<file path="src/rtl/pcm_port_pkg.sv">
package pcm_port_pkg;

    // Control register layout; bit order is the software-visible map.
    typedef struct packed {
        logic       out_dis;    // bit 7: force serial output low
        logic       rsvd;       // bit 6: reads 0
        logic       sync_lead;  // bit 5: 0 half bit clock, 1 full bit clock
        logic       edge_pol;   // bit 4: 0 launch rise / capture fall
        logic [1:0] mode;       // bits 3:2: stored only
        logic [1:0] fmt;        // bits 1:0: stored only
    } ctrl_t;

    localparam int CTRL_W = $bits(ctrl_t);

endpackage

</file>
<file path="src/rtl/pcm_sync_chain.sv">
module pcm_sync_chain #(
    parameter int W      = 3,
    parameter int STAGES = 2
) (
    input  logic         clk,
    input  logic         rst_n,
    input  logic [W-1:0] din,
    output logic [W-1:0] dout
);

    logic [W-1:0] stg_d [STAGES];
    logic [W-1:0] stg_q [STAGES];

    always_comb begin
        stg_d[0] = din;
        for (int i = 1; i < STAGES; i++) begin
            stg_d[i] = stg_q[i-1];
        end
    end

    always_ff @(posedge clk or negedge rst_n) begin
        if (!rst_n) begin
            for (int i = 0; i < STAGES; i++) begin
                stg_q[i] <= '0;
            end
        end else begin
            for (int i = 0; i < STAGES; i++) begin
                stg_q[i] <= stg_d[i];
            end
        end
    end

    assign dout = stg_q[STAGES-1];

endmodule

</file>
<file path="src/rtl/pcm_ctrl_reg.sv">
module pcm_ctrl_reg
    import pcm_port_pkg::*;
(
    input  logic              clk,
    input  logic              rst_n,
    input  logic              wr,
    input  logic [CTRL_W-1:0] wdata,
    output ctrl_t             cfg,
    output logic [CTRL_W-1:0] rdata
);

    ctrl_t ctrl_d, ctrl_q;

    always_comb begin
        ctrl_d = ctrl_q;
        if (wr) begin
            ctrl_d = ctrl_t'(wdata);
        end
        ctrl_d.rsvd = 1'b0;
    end

    always_ff @(posedge clk or negedge rst_n) begin
        if (!rst_n) begin
            ctrl_q <= '0;
        end else begin
            ctrl_q <= ctrl_d;
        end
    end

    assign cfg   = ctrl_q;
    assign rdata = ctrl_q;

    // a write reads back with the reserved bit cleared
    a_r1_write_readback: assert property (@(posedge clk) disable iff (!rst_n)
        wr |=> rdata == ($past(wdata) & 8'hBF));

endmodule

</file>
<file path="src/rtl/pcm_frame_ctl.sv">
module pcm_frame_ctl (
    input  logic clk,
    input  logic rst_n,
    input  logic bclk_lvl,
    input  logic sync_lvl,
    input  logic edge_pol,
    input  logic sync_lead,
    output logic launch,
    output logic capture,
    output logic frame_start,
    output logic frame_abort
);

    typedef struct packed {
        logic       bclk_prev;
        logic       sync_prev;
        logic       armed;
        logic [1:0] ecnt;
    } fstate_t;

    fstate_t st_d, st_q;
    logic    b_rise, b_fall, s_rise;
    logic [1:0] need;
    logic [1:0] cnt_n;

    always_comb begin
        b_rise      = bclk_lvl & ~st_q.bclk_prev;
        b_fall      = ~bclk_lvl & st_q.bclk_prev;
        s_rise      = sync_lvl & ~st_q.sync_prev;
        launch      = edge_pol ? b_fall : b_rise;
        capture     = edge_pol ? b_rise : b_fall;
        need        = sync_lead ? 2'd2 : 2'd1;
        cnt_n       = (st_q.ecnt == 2'd2) ? 2'd2 : st_q.ecnt + 2'd1;
        frame_start = 1'b0;
        frame_abort = 1'b0;

        st_d           = st_q;
        st_d.bclk_prev = bclk_lvl;
        st_d.sync_prev = sync_lvl;

        if (s_rise) begin
            // edge in the same cycle as the sync rise is not counted
            st_d.armed  = 1'b1;
            st_d.ecnt   = 2'd0;
            frame_abort = 1'b1;
        end else if (st_q.armed && (b_rise || b_fall)) begin
            st_d.ecnt = cnt_n;
            if (launch && (cnt_n >= need)) begin
                frame_start = 1'b1;
                st_d.armed  = 1'b0;
            end
        end
    end

    always_ff @(posedge clk or negedge rst_n) begin
        if (!rst_n) begin
            st_q <= '0;
        end else begin
            st_q <= st_d;
        end
    end

    // a channel change only ever happens on a launch edge
    a_r4_start_on_launch: assert property (@(posedge clk) disable iff (!rst_n)
        frame_start |-> launch);

    // launch and capture never coincide
    a_r2_edges_exclusive: assert property (@(posedge clk) disable iff (!rst_n)
        !(launch && capture));

endmodule

</file>
<file path="src/rtl/pcm_tx_shift.sv">
module pcm_tx_shift #(
    parameter int WORD_W = 16
) (
    input  logic              clk,
    input  logic              rst_n,
    input  logic              frame_start,
    input  logic              frame_abort,
    input  logic              launch,
    input  logic [WORD_W-1:0] word_a,
    input  logic [WORD_W-1:0] word_b,
    output logic              sd
);

    localparam int FRAME_BITS = 2 * WORD_W;
    localparam int CNT_W      = $clog2(FRAME_BITS);
    localparam logic [CNT_W-1:0] LAST_BIT = CNT_W'(FRAME_BITS - 1);
    localparam logic [CNT_W-1:0] HALF_BIT = CNT_W'(WORD_W - 1);

    typedef struct packed {
        logic              active;
        logic [CNT_W-1:0]  cnt;
        logic [WORD_W-1:0] sh;
    } tstate_t;

    tstate_t st_d, st_q;

    always_comb begin
        st_d = st_q;
        if (frame_abort) begin
            st_d.active = 1'b0;
            st_d.sh     = '0;
        end else if (frame_start) begin
            st_d.active = 1'b1;
            st_d.cnt    = '0;
            st_d.sh     = word_a;
        end else if (launch && st_q.active) begin
            if (st_q.cnt == LAST_BIT) begin
                st_d.active = 1'b0;
                st_d.sh     = '0;
            end else begin
                st_d.cnt = st_q.cnt + 1'b1;
                if (st_q.cnt == HALF_BIT) begin
                    st_d.sh = word_b;
                end else begin
                    st_d.sh = {st_q.sh[WORD_W-2:0], 1'b0};
                end
            end
        end
    end

    always_ff @(posedge clk or negedge rst_n) begin
        if (!rst_n) begin
            st_q <= '0;
        end else begin
            st_q <= st_d;
        end
    end

    assign sd = st_q.active & st_q.sh[WORD_W-1];

    // the first launched bit is the MSB of the first-channel word
    a_r7_start_loads_msb: assert property (@(posedge clk) disable iff (!rst_n)
        frame_start |=> sd == $past(word_a[WORD_W-1]));

    // a restart silences the output until the new channel change
    a_r9_abort_quiets: assert property (@(posedge clk) disable iff (!rst_n)
        frame_abort |=> !sd);

endmodule

</file>
<file path="src/rtl/pcm_rx_shift.sv">
module pcm_rx_shift #(
    parameter int WORD_W = 16
) (
    input  logic              clk,
    input  logic              rst_n,
    input  logic              frame_start,
    input  logic              frame_abort,
    input  logic              capture,
    input  logic              sd,
    output logic [WORD_W-1:0] word,
    output logic              valid,
    output logic              chan
);

    localparam int FRAME_BITS = 2 * WORD_W;
    localparam int CNT_W      = $clog2(FRAME_BITS);
    localparam logic [CNT_W-1:0] LAST_BIT = CNT_W'(FRAME_BITS - 1);
    localparam logic [CNT_W-1:0] HALF_BIT = CNT_W'(WORD_W - 1);

    typedef struct packed {
        logic              active;
        logic [CNT_W-1:0]  cnt;
        logic [WORD_W-1:0] sh;
        logic [WORD_W-1:0] word;
        logic              valid;
        logic              chan;
    } rstate_t;

    rstate_t st_d, st_q;
    logic [WORD_W-1:0] sh_n;

    always_comb begin
        st_d       = st_q;
        st_d.valid = 1'b0;
        sh_n       = {st_q.sh[WORD_W-2:0], sd};
        if (frame_abort) begin
            st_d.active = 1'b0;
        end else if (frame_start) begin
            st_d.active = 1'b1;
            st_d.cnt    = '0;
        end else if (capture && st_q.active) begin
            st_d.sh  = sh_n;
            st_d.cnt = st_q.cnt + 1'b1;
            if (st_q.cnt == HALF_BIT || st_q.cnt == LAST_BIT) begin
                st_d.word  = sh_n;
                st_d.valid = 1'b1;
                st_d.chan  = (st_q.cnt == LAST_BIT);
            end
            if (st_q.cnt == LAST_BIT) begin
                st_d.active = 1'b0;
            end
        end
    end

    always_ff @(posedge clk or negedge rst_n) begin
        if (!rst_n) begin
            st_q <= '0;
        end else begin
            st_q <= st_d;
        end
    end

    assign word  = st_q.word;
    assign valid = st_q.valid;
    assign chan  = st_q.chan;

    // a valid strobe lasts one cycle
    a_r8_valid_single: assert property (@(posedge clk) disable iff (!rst_n)
        valid |=> !valid);

    // a valid strobe follows a capture edge
    a_r8_valid_after_capture: assert property (@(posedge clk) disable iff (!rst_n)
        valid |-> $past(capture));

    // a restart never produces a strobe for the partial word
    a_r9_abort_no_valid: assert property (@(posedge clk) disable iff (!rst_n)
        frame_abort |=> !valid);

endmodule

</file>
<file path="src/rtl/pcm_serial_port.sv">
module pcm_serial_port
    import pcm_port_pkg::*;
#(
    parameter int WORD_W      = 16,
    parameter int SYNC_STAGES = 2
) (
    input  logic              clk,
    input  logic              rst_n,
    input  logic              bclk_in,
    input  logic              sync_in,
    input  logic              sdin,
    output logic              sdout,
    input  logic [WORD_W-1:0] tx_word_a,
    input  logic [WORD_W-1:0] tx_word_b,
    output logic [WORD_W-1:0] rx_word,
    output logic              rx_valid,
    output logic              rx_chan,
    input  logic              reg_wr,
    input  logic [7:0]        reg_wdata,
    output logic [7:0]        reg_rdata
);

    ctrl_t      cfg;
    logic [2:0] raw_in, syn_in;
    logic       launch, capture, frame_start, frame_abort;
    logic       tx_sd;

    assign raw_in = {bclk_in, sync_in, sdin};

    pcm_sync_chain #(.W(3), .STAGES(SYNC_STAGES)) u_sync (
        .clk  (clk),
        .rst_n(rst_n),
        .din  (raw_in),
        .dout (syn_in)
    );

    pcm_ctrl_reg u_reg (
        .clk  (clk),
        .rst_n(rst_n),
        .wr   (reg_wr),
        .wdata(reg_wdata),
        .cfg  (cfg),
        .rdata(reg_rdata)
    );

    pcm_frame_ctl u_frame (
        .clk        (clk),
        .rst_n      (rst_n),
        .bclk_lvl   (syn_in[2]),
        .sync_lvl   (syn_in[1]),
        .edge_pol   (cfg.edge_pol),
        .sync_lead  (cfg.sync_lead),
        .launch     (launch),
        .capture    (capture),
        .frame_start(frame_start),
        .frame_abort(frame_abort)
    );

    pcm_tx_shift #(.WORD_W(WORD_W)) u_tx (
        .clk        (clk),
        .rst_n      (rst_n),
        .frame_start(frame_start),
        .frame_abort(frame_abort),
        .launch     (launch),
        .word_a     (tx_word_a),
        .word_b     (tx_word_b),
        .sd         (tx_sd)
    );

    pcm_rx_shift #(.WORD_W(WORD_W)) u_rx (
        .clk        (clk),
        .rst_n      (rst_n),
        .frame_start(frame_start),
        .frame_abort(frame_abort),
        .capture    (capture),
        .sd         (syn_in[0]),
        .word       (rx_word),
        .valid      (rx_valid),
        .chan       (rx_chan)
    );

    assign sdout = tx_sd & ~cfg.out_dis;

    // writing the disable bit holds the serial output low
    a_r6_disable_low: assert property (@(posedge clk) disable iff (!rst_n)
        (reg_wr && reg_wdata[7]) |=> !sdout);

endmodule

</file>
<file path="config.mk">
export PLATFORM = sky130hd
export DESIGN_NAME = pcm_serial_port
export DESIGN_NICKNAME = d
export VERILOG_FILES = /design/src/rtl/pcm_port_pkg.sv /design/src/rtl/pcm_sync_chain.sv /design/src/rtl/pcm_ctrl_reg.sv /design/src/rtl/pcm_frame_ctl.sv /design/src/rtl/pcm_tx_shift.sv /design/src/rtl/pcm_rx_shift.sv /design/src/rtl/pcm_serial_port.sv
export SDC_FILE = /design/constraint.sdc
export NUM_CORES = 1
export LEC_CHECK = 0
export ABC_AREA = 1
export BUFFER_PORTS_ARGS = -buffer_cell sky130_fd_sc_hd__buf_2
export CAP_MARGIN = 25
export CORE_ASPECT_RATIO = 0.75
export CORE_UTILIZATION = 62
export CTS_BUF_LIST = sky130_fd_sc_hd__clkbuf_8
export DETAILED_ROUTE_END_ITERATION = 8
export PLACE_DENSITY = 0.88
export SLEW_MARGIN = 30
export SYNTH_ARGS = -nofsm -noshare
export SYNTH_HDL_FRONTEND = slang
export SYNTH_SLANG_ARGS = --single-unit
</file>
<file path="constraint.sdc">
create_clock -name clk -period 4.9 [get_ports clk]
set_input_delay 0.735 -clock clk [delete_from_list [all_inputs] [get_ports clk]]
set_output_delay 0.735 -clock clk [all_outputs]
set_load 0.01 [all_outputs]
</file>
# Word-level counts from Yosys, hierarchy flattened
# Cells that the tools add are included.
op_classes:
  n_eq_ne: 6
  magnitude_cmp: 1
  n_bitwise: 11
  addsub: 3
  mux: 26
  n_reduce_logical: 21
ops:
  columns: ["op", "n"]
  rows:
  - ["2-to-1 mux 16 bit", 3]
  - ["2-to-1 mux 22 bit", 2]
  - ["2-to-1 mux 40 bit", 1]
  - ["2-to-1 mux 18 bit", 1]
  - ["nonzero test 3 bit", 4]
  - ["2-to-1 mux 1 bit", 11]
  - ["adder 5 x 1 -> 5 bit, second input constant", 2]
  - ["== test 5 x 4 -> 1 bit, second input constant", 2]
  - ["== test 5 bit, second input constant", 2]
  - ["2-to-1 mux 2 bit", 4]
  - ["AND reduction 2 bit", 4]
  - ["nonzero test 2 bit", 4]
  - ["2-to-1 mux 3 bit", 2]
  - ["2-to-1 mux 6 bit", 1]
  - ["NOT 1 bit", 6]
  - ["AND reduction 3 bit", 2]
  - ["bitwise AND 1 bit", 5]
  - ["2-to-1 mux 5 bit", 1]
  - ["logical AND 1 bit", 4]
  - ["AND reduction 4 bit", 1]
  - ["adder 2 x 1 -> 2 bit, second input constant", 1]
  - ["== test 2 bit, second input constant", 1]
  - [">= comparator 2 bit", 1]
  - ["logical OR 1 bit", 2]
  - ["inequality test 2 bit, second input constant", 1]
totals:
  reg_bits: 80
  word_cells: 88
  in_bits: 46
  out_inout_bits: 27

# Logic depth before layout (Yosys ltp)
# Gate-level depths: netlist of run 1.
depth:
  word_depth: 9
  depth_mapped: 13
  depth_no_buf: 12

# Modules after synthesis
# Synthesis of run 1 repeated with hierarchy kept, for this count alone.
hier_totals:
  cells_unflattened: 510
  hier_area_um2: 4057.6
modules_own_cells:
  columns: ["module", "n_inst", "cells_each", "area_each_um2", "seq_area_each_um2"]
  rows:
  - ["pcm_rx_shift", 1, 195, 1745.4, 975.9]
  - ["pcm_tx_shift", 1, 221, 1461.4, 550.5]
  - ["pcm_frame_ctl", 1, 46, 350.3, 125.1]
  - ["pcm_ctrl_reg", 1, 40, 340.3, 175.2]
  - ["pcm_sync_chain", 1, 6, 150.1, 150.1]
  - ["pcm_serial_port", 1, 2, 10.0, 0.0]

# Least setup slack after synthesis of run 1
# No wires, ideal clock.
synth_timing:
  kind: "register -> register"
  start: "reg u_frame.st_q[0] (netlist bit)"
  end: "reg u_rx.st_q, in the netlist u_rx.word[12]"
  arrival_time_ps: 1772
  setup_ps: 126
  path_stages_with_launch: 11
  t_required_ps: 4774
  path_buffers: 1
  path_slack_ps: 3003
  synth_period_minus_slack_ps: 1897
  cell_sequence: "dfrtp_1 inv_1 ha_1 ha_1 nand2_1 nand3_2 nand2_4 nand3b_4 buf_8 nand2_1 o21ai_0"
synth_via:
  elab_chain_len: 9
  word_cells_on_any_way: 10
  cone_classes: "add/sub (1); order compare (1); eq/ne (1); mux (4); bitwise (1); reduce/logical (2)"
synth_lines:
  columns: ["element", "line", "text"]
  rows:
  - ["start: declaration", "pcm_frame_ctl.sv:21", "fstate_t st_d, st_q;"]
  - ["start signal: assignment", "pcm_frame_ctl.sv:59", "st_q <= st_d;"]
  - ["adder 2 x 1 -> 2 bit or == test 2 bit (tied branches)", "pcm_frame_ctl.sv:33", "cnt_n = (st_q.ecnt == 2'd2) ? 2'd2 : st_q.ecnt + 2'd1;"]
  - ["2-to-1 mux 2 bit *", "pcm_frame_ctl.sv:33", null]
  - [">= comparator 2 bit *", "pcm_frame_ctl.sv:48", "if (launch && (cnt_n >= need)) begin"]
  - ["logical AND 1 bit *", "pcm_frame_ctl.sv:48", null]
  - ["2-to-1 mux 1 bit *", "pcm_frame_ctl.sv:48", null]
  - ["2-to-1 mux 1 bit *", "pcm_frame_ctl.sv:46", "end else if (st_q.armed && (b_rise || b_fall)) begin"]
  - ["2-to-1 mux 1 bit *", "pcm_frame_ctl.sv:41", "if (s_rise) begin"]
  - ["NOT 1 bit (no line) *", null, null]
  - ["AND reduction 4 bit (no line) *", null, null]
  - ["end signal: assignment", "pcm_rx_shift.sv:59", "st_q <= st_d;"]
  - ["end: declaration", "pcm_rx_shift.sv:29", "rstate_t st_d, st_q;"]
# Every way passes the cells marked *; elsewhere a longest branch is shown, timed or not.
# A chain may end at the register's enable or synchronous reset.

# Worst setup path after layout of run 1
# Same ends and word-level chain as after synthesis.

==> results of run 1 <==
power by group:
part	leakage [nW]	switching [mW]	internal, mW
registers	1.05	0.0573	0.746
logic	1.16	0.293	0.149
clock network	0.112	0.234	0.284
total	2.32	0.584	1.18
cell usage after synthesis, types with 2 or more instances:
cell type | number | area (um2)
dfrtp_1 | 79 | 1980
o21ai_2 | 7 | 61.3
nor2_1 | 23 | 86.3
clkbuf_1 | 2 | 7.51
nand2_4 | 3 | 33.8
nand3_4 | 2 | 35.0
o22ai_1 | 2 | 12.5
a21oi_1 | 8 | 40.0
nor2_4 | 2 | 22.5
ha_1 | 11 | 138
nand3_1 | 17 | 85.1
buf_6 | 4 | 45.0
buf_4 | 22 | 165
nand3b_1 | 2 | 15.0
buf_2 | 6 | 30.0
o21ai_1 | 12 | 60.1
mux2_2 | 5 | 56.3
inv_1 | 49 | 184
o21ai_0 | 41 | 205
nand4_1 | 6 | 37.5
inv_2 | 2 | 7.51
nand2_1 | 134 | 503
xor2_1 | 2 | 17.5
nand3_2 | 2 | 20.0
stage by stage:
stage          hold WS [ns]  instance area (um2)  cells  utilization [%]
2_1_floorplan         0.331                 3960    453                -
3_3_place_gp          0.333                 4140    566             69.3
3_5_place_dp          0.335                 4160    567             69.7
4_1_cts               0.342                 4380    583             73.2
5_1_grt               0.361                 4380    583             73.2
6_report              0.344                 4380    583             73.2
layout make-up:
cell class / count / area (um2)
clock buffer: 9 / 124
clock inverter: 7 / 88.8
fill: 455 / 1600
inverter: 52 / 198
multi-input combinational: 287 / 1520
sequential: 79 / 1980
tap: 78 / 97.6
timing repair buffer: 71 / 373
worst max-delay path, stage by stage (launching register included):
cell and delay, ns:
dfrtp_1 0.33, inv_1 0.05, ha_1 0.31, ha_1 0.29, nand2_1 0.09, nand3_2 0.23, nand2_4 0.27, nand3b_4 0.35
nand2_1 0.19, o21ai_0 0.12
metal layers:
metal  vias to the layer above  global-route usage (%)  routed length, um
li1                       1507                       -                  -
met1                      1450                    33.0               3360
met2                        95                    41.9               3690
met3                        14                    6.02                427
met4                         0                    9.23                112
met5                         -                       0                  0
sequential cells by signal, indices dropped and copies added, names as in the netlist, 3 cells and up:
register,flops
u_rx.st_q,6
u_tx.st_q,22
u_rx.sh_n,15
u_sync.stg_d,3
u_sync.dout,3
u_rx.word,16
u_frame.st_q,5
u_reg.cfg,7
worst max-delay path by stage:
stage / start / end / slack (ns) / cells after the start
5_1_grt: u_tx.st_q[16]$_DFFE_PN0P_ / u_tx.st_q[7]$_DFFE_PN0P_ / 2.31 / 11
6_report: u_frame.st_q[0]$_DFFE_PN0P_ / u_rx.word[12]$_DFFE_PN0P_ / 2.53 / 9
2_1_floorplan: u_frame.st_q[0]$_DFFE_PN0P_ / u_rx.word[12]$_DFFE_PN0P_ / 3.00 / 10
3_3_place_gp: u_frame.st_q[0]$_DFFE_PN0P_ / u_tx.st_q[20]$_DFFE_PN0P_ / 2.68 / 9
3_5_place_dp: u_frame.st_q[0]$_DFFE_PN0P_ / u_tx.st_q[19]$_DFFE_PN0P_ / 2.57 / 9
4_1_cts: u_frame.st_q[0]$_DFFE_PN0P_ / u_rx.word[12]$_DFFE_PN0P_ / 2.52 / 9
kinds of logic (layout without fill, tap and decap cells):
kind of cell | Yosys count | in the layout | share of synthesized area [%]
flops | 79 | 79 | 50.0
buf+inv | 87 | 139 | 11.6
mux | 5 | 5 | 1.42
fa+ha+maj | 11 | 11 | 3.48
xor+xnor | 2 | 2 | 0.443
simple gates | 195 | 195 | 22.5
other cells | 1 | 1 | 0.0948
compound gates | 73 | 73 | 10.4
==> impl_summary.md, run 1 <==
Drt
The via count is a little over 3000. The sum of routed wire length over all layers is between 7 and 8 mm. The number of vias per cell after detailed routing is between 5 and 6. After detailed routing, the average wire length per cell comes to 13.0 um. In this run, the number of DRC markers left after iteration 0 of detailed routing was between 200 and 300. The first detailed-routing pass took 5 iterations. The count of nets left with antenna violations once routing finished came out at 0. For this run, design rule violations remaining after detail routing come to 0.

Global route
The number of global-route vias before repair was 2966. Global routing used between 20% and 30% of the available tracks. The global-route congestion overflow total is 0. The wire length of the first global-routing pass is 13.0 mm. The number of antenna violations at the first check in global routing is 0. The maximum number of pins on one net before global-route repair is between 40 and 50.

Logic synthesis
The count of synthesis-stage warnings from yosys is 0. Synthesis instantiated 34 different standard cells from the library. The number of enable-type register cells in the synthesized netlist is 0.

The post-synthesis cell area is just under 0.004 mm2. Sequential cells were found to cover between 40% and 50% of the synthesized design area. The cell count after synthesis came out at 453.

The synthesized area per cell is roughly 8.7 um2. Synthesis produced a netlist with a net count of 510. The total of flip-flops plus latches after synthesis is ~80. The most used flip-flop cell after synthesis is dfrtp_1.

Of all flip-flops after synthesis, the portion carrying an async set or reset was 100%.

Final layout
The post-layout net count is between 500 and 600. Of the cells placed in the final design, the portion with a size suffix greater than 1 is approximately 22%. The library cells used most frequently in the layout, excluding fill and tap cells, are nand2_1 (134), dfrtp_1 (79), buf_2 (69). 0 antenna diodes ended up in the layout. Relative to the synthesized area, the layout overhead comes to 10.6%. The most common library cell in the layout ignoring fill and taps is nand2_1.

Setup path
The worst register-to-register path ends at u_rx.word[12]$_DFFE_PN0P_. The startpoint identified for the worst register-to-register timing path is u_frame.st_q[0]$_DFFE_PN0P_. STA classifies the critical path startpoint as a flop. The minimum setup slack among reg-to-reg paths is about 2.5 ns.

The worst setup path is of the reg -> reg kind. The data arrival time of the critical path is around 2.6 ns. Counting cells, the worst reg-to-reg path comes to 9. Data on the critical path is required at its endpoint by a little over 5 ns. The largest fanout of any net on the critical path is 33. The element type at the critical path end is a flop.

Power and ir drop
The static power due to leakage is 2.32 nW. The power per cell area is about 400 mW/mm2. Overall power consumption after layout is estimated at 1.76 mW.

The worst voltage drop across the vdd grid is ~0.27 mV.

Timing
The final total negative setup slack is 0 ns. The timing-limited maximum frequency is approximately 420 MHz. The hold violation total from the final report is 0. The worst-margin pin slew is 0.522 ns. The worst-case clock skew is between 0.007 and 0.008 ns. The routed design could run at a clock period as short as between 2 and 2.5 ns. Setup repair after global routing left no endpoint under its margin.

In this run the tightest slew margin relative to its limit is 65.2%. Setup slack on the critical path of the routed design comes to between 2 and 3 ns. Of the available clock period, the critical path in the final layout requires between 40 and 50%. Setup violations remaining at the end of the flow were counted as 0. The number of pins with negative max-slew slack in the final report is 0.

CTS
The number of levels the H-tree was split into is 3. The latest clock arrival within the worst-skew pair is between 0.3 and 0.4 ns. The number of buffers created by CTS is 9. The clock net sink count is 79.

In this run the clock root is driven by a clkbuf_8. Gates resized during post-CTS repair numbered 0. The clock transition at the registers of the reported paths is 0.08 ns. The maximum buffer depth of the clock tree is 2. The number of setup buffers added after CTS is 0. The number of hold buffers added after CTS is 0. TritonCTS built the clock tree.

Place
The worst slack at placement is roughly 2.6 ns. The placer's final routability congestion estimate is roughly 0.8. The count of input and output buffers is 70. The total half-perimeter wirelength after legalization and detailed placement is 5.04 mm.

Die
The starting density of the core is around 66%. The standard cell core area is 0.00598 mm2. From left edge to right edge, the die measures about 94 um. The vertical extent of the die is 71.2 um. The total die area is ~0.0067 mm2. The floorplan has 24 rows. 73 I/O pins were placed.

Job
The tool flagged a number of max-cap violations equal to 0.

Run status
The run finished with clean final reports.

Hold path
The kind of path behind the tightest hold check is in -> async.
Power figures use the tool's default switching activity.
==> inputs of run 2 (changes only) <==
--- a/config.mk
+++ b/config.mk
@@ -9,10 +9,10 @@
 export BUFFER_PORTS_ARGS = -buffer_cell sky130_fd_sc_hd__buf_2
 export CAP_MARGIN = 25
 export CORE_ASPECT_RATIO = 0.75
-export CORE_UTILIZATION = 62
+export CORE_UTILIZATION = 58
 export CTS_BUF_LIST = sky130_fd_sc_hd__clkbuf_8
 export DETAILED_ROUTE_END_ITERATION = 8
-export PLACE_DENSITY = 0.88
+export PLACE_DENSITY = 0.83
 export SLEW_MARGIN = 30
 export SYNTH_ARGS = -nofsm -noshare
 export SYNTH_HDL_FRONTEND = slang
==> constraint.sdc (replaced) <==
create_clock -name clk -period 2.4 [get_ports clk]
set_input_delay 0.36 -clock clk [delete_from_list [all_inputs] [get_ports clk]]
set_output_delay 0.36 -clock clk [all_outputs]
set_load 0.01 [all_outputs]
==> run 2 against run 1 <==
Clock skew is 0.0025 ns higher. Critical path depth stayed put. Final area up 1.6%. Utilization decreased by 4.2 points. Sequential share of layout area down 0.72 points. Combinational power up 110%. Power grew 110%. First-iteration DRC count decreased by 27%. Largest cell class unchanged. Largest power group unchanged. Highest routed layer unchanged.
==> impl_summary.md, run 2 (synthesized netlist as in run 1, its figures left out) <==
CTS
The number of levels the H-tree was split into came to 3 (unchanged). The latest clock arrival within the worst-skew pair is 0.35 ns (about the same). The clock transition at the registers of the reported paths is 0.08 ns (about the same). The maximum buffer depth of the clock tree was 2 (unchanged).

The tree is rooted in a clkbuf_8. The number of buffers created by CTS is 9 (unchanged). The clock net sink count is 79 (unchanged). The clock tree from TritonCTS is done.

Setup path
Traced cell by cell, the critical path runs through inv_1 > ha_1 > ha_1 > nand2_1 > nand3_2 > nand2_4 > nand2_4 > nand2_1 > o21ai_0. The count of buffer and inverter cells on the critical path is 1 (unchanged). The kind of cell with the highest combined delay along the critical path is simple AND/OR/NAND/NOR gates. The kind of critical path is reg -> reg. The origin of the critical flop-to-flop path is u_frame.st_q[0]$_DFFE_PN0P_.

The largest fanout of any net on the critical path is 34 (+3.0%). The sort of element at the start of the critical path is a flop. The stage delay of the slowest cell on the critical path was 0.33 ns (-0.02 ns). The data arrival time of the critical path is 2.40 ns (-0.19 ns). The worst setup path is captured at a flop. Among all stages on the critical path, the largest delay is contributed by dfrtp_1. The worst path required time is 2.62 ns (-2.49 ns). Tracing the worst setup path back leads to its startpoint at u_frame.st_q[0]$_DFFE_PN0P_.

Final layout
More flip-flops sit in one register than any other, and that register is u_tx.st_q. The library cell used most frequently in the layout, excluding fill and tap cells, is nand2_1. The share of layout cells above drive strength 1 came to 23.3% (+0.96 points).

The register cell area after layout is 0.00198 mm2 (unchanged). The diode insertion count for antenna repair came to 0 (unchanged). The post-layout net count came to 563 (+1.1%).

The number of flip-flops in the largest register came to 22 (unchanged). The synthesis-to-finish area growth is 12.4%. The filler cell count is 502 (+10%).

The multi-input logic area is 0.00154 mm2 (+1.3%). In the layout the commonest cells are nand2_1 (134), dfrtp_1 (79), buf_2 (69). The finished layout cell area was 0.00445 mm2 (+1.6%).

Drt
The average wire per cell in the routed design is 12.8 um (-1.7%). The number of vias per cell after detailed routing was 5.17 (-1.6%). The via count came to 3057 (-0.29%). The sum of routed wire length over all layers is 7.57 mm (-0.32%). The DRC violation count after routing came to 0 (unchanged).

The first-pass detailed-route iteration total is 5 (unchanged). The remaining antenna violation count after routing came to 0 (unchanged). The number of design-rule violations left by the first detailed-router iteration is 211 (-27%).

Place
The placer's final routability congestion estimate was 0.831 (+3.3%). The count of input and output buffers was 70 (unchanged). The total half-perimeter wirelength after legalization and detailed placement is 5.14 mm (+1.9%). The cell area reported after detailed placement came to 0.00420 mm2 (+0.81%).

Global route
The number of antenna violations at the first check in global routing is 0 (unchanged). The wire length of the first global-routing pass came to 12.8 mm (-1.9%). The total track usage is 22.8% (-2.6 points). The global-route congestion overflow total came to 0 (unchanged). The number of global-route vias before repair came to 2923 (-1.4%). The maximum number of pins on one net before global-route repair is 45 (+7.1%).

Power and ir drop
The static power due to leakage is 2.36 nW (+1.6%). The power per cell area was 817 mW/mm2 (+100%). The power consumption is 3.63 mW (+110%).

The worst voltage drop across the vdd grid was 0.510 mV (+90%).

Run status
The flow ran to the end, and the final reports show no timing, DRC or antenna violations.

Job
The total of max-cap violations came to 0 (unchanged).

Timing
Setup repair after global routing left no endpoint under its margin. The final period utilization came to 90.9% (+42 points). The number of pins with negative max-slew slack in the final report is 0 (unchanged). The timing-limited maximum frequency is 459 MHz (+8.8%). The final total negative setup slack is 0 ns (unchanged). The hold violation total from the final report came to 0 (unchanged). The final period demand of the worst path is 2.18 ns (-0.192 ns). The worst-case clock skew is 0.0104 ns (+0.00246 ns). The final number of setup-violating endpoints is 0 (unchanged).

Die
The standard cell core area is 0.00644 mm2 (+7.8%). The horizontal extent of the die is 97.4 um (+3.3%). The total die area is 0.00716 mm2 (+6.7%). The row count is 25 (+4.2%). The vertical extent of the die is 73.5 um (+3.3%). The number of top-level pins is 73 (unchanged). The starting density of the core is 61.4% (-4.8 points).

Hold path
The kind of path behind the tightest hold check is in -> reg. In this run the most critical hold path is launched from sync_in.
[run 2: area by class of cell]
type                            instances  share of cell area (%)
Clock buffer                           10                    3.10
Clock inverter                          5                    1.86
Inverter                               52                    4.45
Multi-Input combinational cell        288                    34.6
Sequential cell                        79                    44.5
Tap cell                               81                    2.28
Timing Repair Buffer                   76                    9.29
[run 2: through the flow]
stage	worst slack (ns)	hold WS (ns)	util, %	cells
2_1_floorplan	0.503	0.0644	-	453
3_3_place_gp	0.233	0.333	65.1	574
3_5_place_dp	0.112	0.336	65.1	574
4_1_cts	0.102	0.0975	68.7	590
5_1_grt	0.0416	0.0848	69.0	591
6_report	0.219	0.115	69.0	591
[run 2: final timing paths]
kind	cells past startpoint	slack (ns)	endpoint
min in group asynchronous	2	0.52	u_reg.cfg[1]$_DFFE_PN0P_
worst min register to register	0	0.35	u_sync.dout[1]$_DFF_PN0_
worst max register to register	9	0.22	u_rx.sh_n[15]$_DFFE_PN0P_
max in group asynchronous	3	1.31	u_tx.st_q[7]$_DFFE_PN0P_
worst max-delay path	9	0.22	u_rx.sh_n[15]$_DFFE_PN0P_
worst min-delay path	1	0.12	u_sync.stg_d[1]$_DFF_PN0_
[run 2: per-layer routing]
layer  routed length (um)  vias to the layer above  global-route usage [%]
met5                    0                        -                       0
met4                   57                        0                    7.84
met3                  456                        5                    7.61
met2                 3670                       96                    39.5
met1                 3390                     1432                    27.3
li1                     -                     1524                       -
[run 2: power by group]
group,switching (mW),internal [mW],total [mW],leakage (nW)
registers,0.116,1.52,1.64,1.05
clock network,0.475,0.610,1.08,0.112
logic,0.598,0.313,0.911,1.19
[run 2: what timing repair did]
item / 4_1_cts / 5_1_grt
endpoints found under the hold margin: 35 / 0
gates resized for setup: 0 / 1
setup buffers: 0 / 0
hold buffers: 1 / 0
setup endpoints to repair: 0 / 15
